===== config.mk =====
export PLATFORM = sky130hd
export DESIGN_NAME = tape_fsk_writer
export DESIGN_NICKNAME = d
export VERILOG_FILES = /design/src/rtl/tape_fsk_pkg.sv /design/src/rtl/fsk_cell.sv /design/src/rtl/tape_fsk_writer.sv
export SDC_FILE = /design/constraint.sdc
export NUM_CORES = 1
export LEC_CHECK = 0
export BUFFER_PORTS_ARGS = -buffer_cell sky130_fd_sc_hd__buf_2
export CAP_MARGIN = 25
export CORE_UTILIZATION = 45
export CTS_CLUSTER_DIAMETER = 120
export DETAILED_ROUTE_END_ITERATION = 7
export PLACE_DENSITY = 0.64
export SYNTH_ARGS = -nofsm -noshare
export SYNTH_HDL_FRONTEND = slang
export SYNTH_SLANG_ARGS = --single-unit

===== constraint.sdc =====
create_clock -name clk -period 4.41 [get_ports clk]
set_input_delay 0.882 -clock clk [delete_from_list [all_inputs] [get_ports clk]]
set_output_delay 0.882 -clock clk [all_outputs]
set_load 0.03 [all_outputs]

===== src/rtl/tape_fsk_pkg.sv =====
package tape_fsk_pkg;
    typedef enum logic [2:0] {
        ST_IDLE,
        ST_LEADER,
        ST_FRAME_START,
        ST_DATA,
        ST_PARITY,
        ST_TRAIL,
        ST_STALL
    } wr_state_t;
endpackage


===== src/rtl/fsk_cell.sv =====
module fsk_cell #(
    parameter int HALF_ZERO = 12500,
    parameter int HALF_ONE  = 40000
) (
    input  logic clk,
    input  logic rst_n,
    input  logic launch,
    input  logic launch_bit,
    output logic line,
    output logic bit_last
);
    localparam int HMAX = (HALF_ONE > HALF_ZERO) ? HALF_ONE : HALF_ZERO;
    localparam int HW   = $clog2(HMAX + 1);

    logic          active;
    logic          phase;   // 0 = high half, 1 = low half
    logic [HW-1:0] cnt;
    logic [HW-1:0] len;
    logic          at_end;

    assign at_end   = active && (cnt == len - HW'(1));
    assign bit_last = at_end && phase;
    assign line     = active && !phase;

    always_ff @(posedge clk) begin
        if (!rst_n) begin
            active <= 1'b0;
            phase  <= 1'b0;
            cnt    <= '0;
            len    <= '0;
        end else if (launch) begin
            active <= 1'b1;
            phase  <= 1'b0;
            cnt    <= '0;
            len    <= launch_bit ? HW'(HALF_ONE) : HW'(HALF_ZERO);
        end else if (active) begin
            if (at_end) begin
                cnt <= '0;
                if (!phase) phase  <= 1'b1;
                else        active <= 1'b0;
            end else begin
                cnt <= cnt + HW'(1);
            end
        end
    end

    // a launched bit always opens with its high half
    assert_launch_high_R2: assert property (@(posedge clk) disable iff (!rst_n)
        launch |=> line);
    // the line only rises when a bit is launched
    assert_rise_launch_R2: assert property (@(posedge clk) disable iff (!rst_n)
        $rose(line) |-> $past(launch));
    // the half-period counter stays inside its length
    assert_cnt_range_R2: assert property (@(posedge clk) disable iff (!rst_n)
        active |-> (cnt < len));
endmodule


===== src/rtl/tape_fsk_writer.sv =====
module tape_fsk_writer
    import tape_fsk_pkg::*;
#(
    parameter int HALF_ZERO   = 12500,
    parameter int HALF_ONE    = 40000,
    parameter int LEADER_BITS = 16384,
    parameter int PAGE_BYTES  = 256,
    parameter int PAGE_W      = 8
) (
    input  logic              clk,
    input  logic              rst_n,
    input  logic              start,
    input  logic [PAGE_W-1:0] page_cnt,
    input  logic [7:0]        in_data,
    input  logic              in_valid,
    output logic              in_ready,
    output logic              tape_out,
    output logic              busy
);
    localparam int PB_W   = $clog2(PAGE_BYTES);
    localparam int TOT_W  = PAGE_W + PB_W + 1;
    localparam int LEAD_W = $clog2(LEADER_BITS + 1);

    wr_state_t         state, nxt;
    logic [LEAD_W-1:0] lead_cnt;
    logic [TOT_W-1:0]  bytes_left;
    logic [7:0]        sh;
    logic [2:0]        idx;
    logic              par;
    logic [7:0]        hold;
    logic              have;

    logic launch, launch_bit, load, bit_last, line, take;

    fsk_cell #(.HALF_ZERO(HALF_ZERO), .HALF_ONE(HALF_ONE)) u_cell (
        .clk        (clk),
        .rst_n      (rst_n),
        .launch     (launch),
        .launch_bit (launch_bit),
        .line       (line),
        .bit_last   (bit_last)
    );

    // next state and bit launch decisions
    always_comb begin
        nxt        = state;
        launch     = 1'b0;
        launch_bit = 1'b0;
        load       = 1'b0;
        unique case (state)
            ST_IDLE: begin
                if (start && (page_cnt != '0)) begin
                    nxt    = ST_LEADER;
                    launch = 1'b1;
                end
            end
            ST_LEADER: begin
                if (bit_last) begin
                    if (lead_cnt != '0) begin
                        launch = 1'b1;
                    end else if (have) begin
                        load = 1'b1; launch = 1'b1; launch_bit = 1'b1;
                        nxt  = ST_FRAME_START;
                    end else begin
                        nxt = ST_STALL;
                    end
                end
            end
            ST_FRAME_START: begin
                if (bit_last) begin
                    launch = 1'b1; launch_bit = sh[0];
                    nxt    = ST_DATA;
                end
            end
            ST_DATA: begin
                if (bit_last) begin
                    launch = 1'b1;
                    if (idx == 3'd7) begin
                        launch_bit = par;
                        nxt        = ST_PARITY;
                    end else begin
                        launch_bit = sh[0];
                    end
                end
            end
            ST_PARITY: begin
                if (bit_last) begin
                    if (bytes_left == '0) begin
                        launch = 1'b1; launch_bit = par;
                        nxt    = ST_TRAIL;
                    end else if (have) begin
                        load = 1'b1; launch = 1'b1; launch_bit = 1'b1;
                        nxt  = ST_FRAME_START;
                    end else begin
                        nxt = ST_STALL;
                    end
                end
            end
            ST_TRAIL: begin
                if (bit_last) nxt = ST_IDLE;
            end
            ST_STALL: begin
                if (have) begin
                    load = 1'b1; launch = 1'b1; launch_bit = 1'b1;
                    nxt  = ST_FRAME_START;
                end
            end
            default: nxt = ST_IDLE;
        endcase
    end

    // state register and datapath
    always_ff @(posedge clk) begin
        if (!rst_n) begin
            state      <= ST_IDLE;
            lead_cnt   <= '0;
            bytes_left <= '0;
            sh         <= '0;
            idx        <= '0;
            par        <= 1'b0;
            hold       <= '0;
            have       <= 1'b0;
        end else begin
            state <= nxt;
            if (state == ST_IDLE && launch) begin
                lead_cnt   <= LEAD_W'(LEADER_BITS - 1);
                bytes_left <= TOT_W'(page_cnt) * TOT_W'(PAGE_BYTES);
            end
            if (state == ST_LEADER && bit_last && lead_cnt != '0)
                lead_cnt <= lead_cnt - LEAD_W'(1);
            if (load) begin
                sh         <= hold;
                par        <= ^hold;
                bytes_left <= bytes_left - TOT_W'(1);
                have       <= 1'b0;
            end else if (take) begin
                hold <= in_data;
                have <= 1'b1;
            end
            if (state == ST_FRAME_START && bit_last) begin
                sh  <= sh >> 1;
                idx <= '0;
            end
            if (state == ST_DATA && bit_last && idx != 3'd7) begin
                sh  <= sh >> 1;
                idx <= idx + 3'd1;
            end
        end
    end

    // outputs
    always_comb begin
        in_ready = !have && (bytes_left != '0) &&
                   ((state == ST_LEADER && lead_cnt == '0) ||
                    state == ST_PARITY || state == ST_STALL);
        take     = in_valid && in_ready;
        busy     = (state != ST_IDLE);
        tape_out = line;
    end

    assert_idle_quiet_R1: assert property (@(posedge clk) disable iff (!rst_n)
        !busy |-> (!tape_out && !in_ready));
    assert_go_R3: assert property (@(posedge clk) disable iff (!rst_n)
        (start && !busy && page_cnt != '0) |=> (busy && tape_out));
    assert_ready_drop_R7: assert property (@(posedge clk) disable iff (!rst_n)
        (in_valid && in_ready) |=> !in_ready);
    assert_zero_pages_R9: assert property (@(posedge clk) disable iff (!rst_n)
        (start && !busy && page_cnt == '0) |=> !busy);
endmodule


======== Word level (Yosys, flattened, before mapping) ========
Index checks and enable logic that the tools add are counted.
W data, S select, Z words.
storage, ports and cells
  bits of input ports ..................... 20
  ROM bits ................................ 0
  memories ................................ 0
  register bits ........................... 90
  RAM bits ................................ 0
  bits in latches ......................... 0
  logic and storage cells ................. 121
cells by class
  shifts and indexed selects .............. 0
  divide/modulo/power cells ............... 0
  multipliers ............................. 0
  reductions and logical operators ........ 37
  muxes and demuxes ....................... 46
  bitwise gates (word level) .............. 2
  equal/unequal tests ..................... 18
  magnitude comparators ................... 0
  $add $sub $neg .......................... 5
operators with widths
  cell                     count
  $mux W3                  13
  $mux W17                 2
  $mux W16                 2
  $mux W15                 2
  $mux W7                  3
  $pmux W3 S7              1
  $mux W1                  20
  $ne A2 B2 Y1 const B     9
  $logic_not A17 Y1        1
  $reduce_bool A17 Y1      1
  $sub A17 B1 Y17 const B  1
  $add A16 B1 Y16 const B  1
  $eq A16 B16 Y1           1
  $sub A16 B1 Y16 const B  1
  $logic_not A15 Y1        1
  $reduce_bool A15 Y1      1
  $sub A15 B1 Y15 const B  1
  $logic_and A1 B1 Y1      14
  $eq A3 B3 Y1 const B     4
  $pmux W1 S5              2
  $reduce_and A9 Y1        1
  $reduce_bool A8 Y1       1
  $reduce_xor A8 Y1        1
  $eq A3 B2 Y1 const B     2
  13 further kinds         22

======== Depth between registers and ports, before layout ========
  depth in word-level cells ............... 9
  depth in mapped cells ................... 14
  mapped depth without buffers ............ 11

======== Cells and area by module ========
Synthesis repeated with hierarchy kept, for this count alone.
unflattened totals
  cell total of the unflattened synthesis .. 519
  area total of the unflattened synthesis .. 4327.9 um^2
modules (own cells, without submodules)
  module           sequential area each (um^2)  area an instance (um^2)  instances  cells an instance
  tape_fsk_writer  1121.1                       3083.0                   1          376
  fsk_cell         420.4                        1244.9                   1          143

======== Least setup slack after synthesis ========
No wires, ideal clock.
  kind .................................... flip-flop to flip-flop
  start ................................... register u_cell.len[13]
  end ..................................... register state[2]
  required time ........................... 4.290 ns
  slack ................................... 1.209 ns
  stages on the path, launching flop included .. 14
  path buffers ............................ 2
  data arrival time ....................... 3.081 ns
  clock period less this slack ............ 3.201 ns
  setup time .............................. 0.120 ns
  cells stage by stage .................... dfxtp_1 > inv_1 > ha_1 > ha_1 > xnor2_1 > or4_4 > nor4b_4 > and4b_1 > buf_6 > and2_1 > buf_4 > nor2_1 > o211a_1 > o31a_1
on the way
  cells in the longest elaborated chain, start to end .. 6
  elaborated cells on any way between the ends .. 10
RTL lines
  what                           line                    RTL
  start: declaration             fsk_cell.sv:18          logic [HW-1:0] len;
  start signal: assignment       fsk_cell.sv:35          len <= launch_bit ? HW'(HALF_ONE) : HW'(HALF_ZERO);
  $sub A16 B1 Y16 *              fsk_cell.sv:21          assign at_end = active && (cnt == len - HW'(1));
  $eq A16 B16 Y1 *               fsk_cell.sv:21
  $logic_and A1 B1 Y1 *          fsk_cell.sv:21
  $logic_and A1 B1 Y1 *          fsk_cell.sv:22          assign bit_last = at_end && phase;
  $ne A2 B2 Y1 (no line)         -
  $reduce_and A9 Y1 (no line) *  -
  end signal: assignment         tape_fsk_writer.sv:124  state <= nxt;
  end: declaration               tape_fsk_writer.sv:24   wr_state_t state, nxt;
Every way passes the cells marked *; elsewhere a longest branch is shown, timed or not.
A chain may end at the register's enable or synchronous reset.

======== Final worst setup path ========
  start ................................... register u_cell.len[13]
  end ..................................... register lead_cnt[2]
on the way
  cells in the longest elaborated chain, start to end .. 8
  elaborated cells on any way between the ends .. 13
RTL lines
  what                          line                    RTL
  $sub A16 B1 Y16 *             fsk_cell.sv:21
  $eq A16 B16 Y1 *              fsk_cell.sv:21
  $logic_and A1 B1 Y1 *         fsk_cell.sv:21
  $logic_and A1 B1 Y1 *         fsk_cell.sv:22
  $mux W1 (on tied branches)    -
  $pmux W1 S5                   tape_fsk_writer.sv:50   unique case (state)
  $logic_and A1 B1 Y1           tape_fsk_writer.sv:125  if (state == ST_IDLE && launch) begin
  $reduce_bool A2 Y1 (no line)  -
  end signal: assignment        tape_fsk_writer.sv:126  lead_cnt <= LEAD_W'(LEADER_BITS - 1);
  end signal: assignment        tape_fsk_writer.sv:130  lead_cnt <= lead_cnt - LEAD_W'(1);
  end: declaration              tape_fsk_writer.sv:25   logic [LEAD_W-1:0] lead_cnt;
Marks and branches as above.

==> results_dict.tcl <==
set metrics [dict create \
    pwr_density_cell_nw_per_um2 350 \
    grt_max_degree 35 \
    setup_viol 0 \
    die_area_um2 9670 \
    ys_top_cells_by_area "dfxtp_1 37%, xnor2_1 5.7%, nor2_1 5.2%" \
    coreArea_um2 8850 \
    preCtsSetupSlack_ns 0.670 \
    fillers 867 \
    syn_area_um2 4180 \
    grt_pass1_vias 3250 \
    crit_fanout 12 \
    hold_viol 0 \
    grt_overflow 0 \
    diodes 0 \
    hold_buffers 0 \
    leakage_nw 1.65 \
    drv_cap 0 \
    grt_pass1_wl_um 15200 \
    grt_antenna_before_repair 0 \
    routed_wirelength_um 8870 \
    clock_path_buffers 2 \
    clk_latency_ns 0.35 \
    fin_skew_ns 0.0131 \
    routed_wire_length_per_instance_um 14.4 \
    synth_nets 520 \
    start_kind "register" \
    cts-buffers-inserted 9 \
    ys_ff_latch 77 \
    ir_worst_vdd_mv 0.183 \
    p_seq_frac 0.478 \
    yosys.area.top_type_share 0.369 \
    synth.distinct_cells 61 \
    p_comb_frac 0.150 \
    drtIter0Drc 186 \
    min_path_type "register to register" \
    clock_sinks 77 \
    async_reset_ff_frac 0 \
    relSlewSlack 0.551 \
    cts.root.buffer_cell "clkbuf_8" \
    synth_seq_area_share 0.369 \
    die_x_um 98.3 \
    place_congestion 0.837 \
    start_util 0.472 \
    cts_resized 0 \
    final_net_count 532 \
    synthFlopType "dfxtp_1" \
    track_usage 0.193 \
    final_area_um2 4560 \
    post-route-period-util 0.857 \
    dpl-instance-area_um2 4330 \
    power.share.clock 0.373 \
    cts_tree "built" \
    critical_path_arrival_ns 4.03 \
    p_int_w 0.00114 \
    p_sw_w 0.000454 \
    rows 34 \
    boundaryPins 23 \
    io_buffers 22 \
    cp.required_ns 4.67 \
    final_util 0.515 \
    fin_tns_setup_ns 0 \
    cts_setup_buffers 0 \
    fin_ws_ns 0.631 \
    via_count 3507 \
    tightest_slew_ns 0.672 \
    syn_inst 491 \
    synth_edf_count 0 \
    ant_nets 0 \
    min_period_ns 3.78 \
    status "finished, final reports clean" \
    avgSynthCellArea_um2 8.51 \
    power_w 0.00160 \
    p_sw_frac 0.285 \
    htree_levels 3 \
    end_kind "register" \
    cts.clk_slew.worst_paths_ns 0.09 \
    criticalPathCategory "register to register" \
    rsz0062_at_grt "false" \
    dp.final_hpwl_um 6170 \
    fmax_ghz 0.265 \
    drive_above_1_share 0.122 \
    die_h_um 98.3 \
    drc 0 \
    vias_per_cell 5.69 \
    area_growth_pct 9.11 \
    finalMaxSlewViolations 0 \
    yosys_warnings 0 \
    drt-pass1-iter-count 4 \
    synth_top_cell_by_area "dfxtp_1" \
]
[layer usage]
layer | vias up | global-route usage | share of wire
met4 | 0 | 0.0758 | 0.017
met5 | - | 0 | 0
met1 | 1642 | 0.260 | 0.51
met2 | 54 | 0.308 | 0.45
li1 | 1799 | - | -
met3 | 12 | 0.0301 | 0.027
[cell usage in the layout, fill, tap and decap left out, types with 11 or more instances in the layout]
cell	Yosys	final
a211oi_1	14	14
a21oi_1	41	41
dfxtp_1	77	77
buf_2	4	22
nor2_1	58	58
o21ai_0	12	12
nand2_1	33	33
nand2b_1	11	11
nand3_1	13	13
nor3_1	14	14
inv_1	11	11
xnor2_1	27	27
mux2i_1	20	20
[worst paths after layout]
path / from / end / slack, ns / cells past startpoint
worst max-delay path: u_cell.len[13]$_SDFFE_PN0P_ / lead_cnt[2]$_SDFFE_PN0P_ / 0.63 / 11
worst min-delay path: idx[1]$_SDFFE_PN0P_ / idx[1]$_SDFFE_PN0P_ / 0.46 / 2
worst min register to register: idx[1]$_SDFFE_PN0P_ / idx[1]$_SDFFE_PN0P_ / 0.46 / 2
worst max register to register: u_cell.len[13]$_SDFFE_PN0P_ / lead_cnt[2]$_SDFFE_PN0P_ / 0.63 / 11
[cells by family after synthesis]
| kind of cell | after synthesis | synth area share |
|---|---|---|
| fa+ha+maj | 9 | 0.0270 |
| mux | 21 | 0.0506 |
| buf+inv | 39 | 0.0425 |
| simple gates | 206 | 0.279 |
| flops | 77 | 0.369 |
| xor+xnor | 36 | 0.0755 |
| compound gates | 103 | 0.156 |
[synth_stat cells, types with 3 or more instances]
cell	count
o21ai_0	12
xnor2_1	27
nor2b_1	8
nand3_1	13
nand2b_1	11
nand2_1	33
o211ai_1	6
or2_2	3
nand4_1	6
inv_1	11
dfxtp_1	77
a211oi_1	14
and3_1	9
o311ai_0	3
a31oi_1	5
ha_1	9
xor2_1	9
or3_1	9
buf_2	4
and4b_1	3
o2111ai_1	3
a21oi_1	41
or4_1	8
buf_6	3
nor3_2	3
clkbuf_1	17
nor2_1	58
nand4b_1	3
nor4_1	7
mux2i_1	20
nor3_1	14
[critical path: stages (launching register included)]
cell and delay (ns):
dfxtp_1 0.42, inv_1 0.13, ha_1 0.28, ha_1 0.30, xnor2_1 0.13, or4_4 0.55
nor4b_4 0.30, and4b_1 0.47, and2_1 0.44, and3_1 0.33, a211oi_1 0.11, a311oi_1 0.22
[per-stage QoR]
stage | instances | hold WS, ns
after floorplan | 491 | 0.436
after global placement | 600 | 0.447
after detailed placement | 600 | 0.449
after CTS | 616 | 0.462
after global routing | 616 | 0.485
final | 616 | 0.463
[power groups by stage]
stage          logic (W)  registers [W]  clock network (W)
2_1_floorplan   0.000191       0.000761                  0
3_3_place_gp    0.000235       0.000776                  0
3_5_place_dp    0.000238       0.000778                  0
4_1_cts         0.000240       0.000761           0.000607
5_1_grt         0.000269       0.000767           0.000636
6_report        0.000239       0.000762           0.000595
[state kept, by name, summed over array words and instances, names as in the netlist]
register / count
bytes_left: 17
u_cell.cnt: 16
lead_cnt: 15
hold: 8
sh: 8
idx: 3
state: 3
u_cell.len: 3
have: 1
par: 1
u_cell.active: 1
u_cell.phase: 1
[layout make-up]
class                           count  area (um2)  share of cell area
Clock buffer                        9         124              0.0272
Multi-Input combinational cell    375        2460               0.539
Tap cell                          108         135              0.0297
Sequential cell                    77        1540               0.338
Clock inverter                      7        98.8              0.0217
Inverter                           12        45.0             0.00988
Timing Repair Buffer               28         155              0.0340
(Power assumes the default switching activity.)
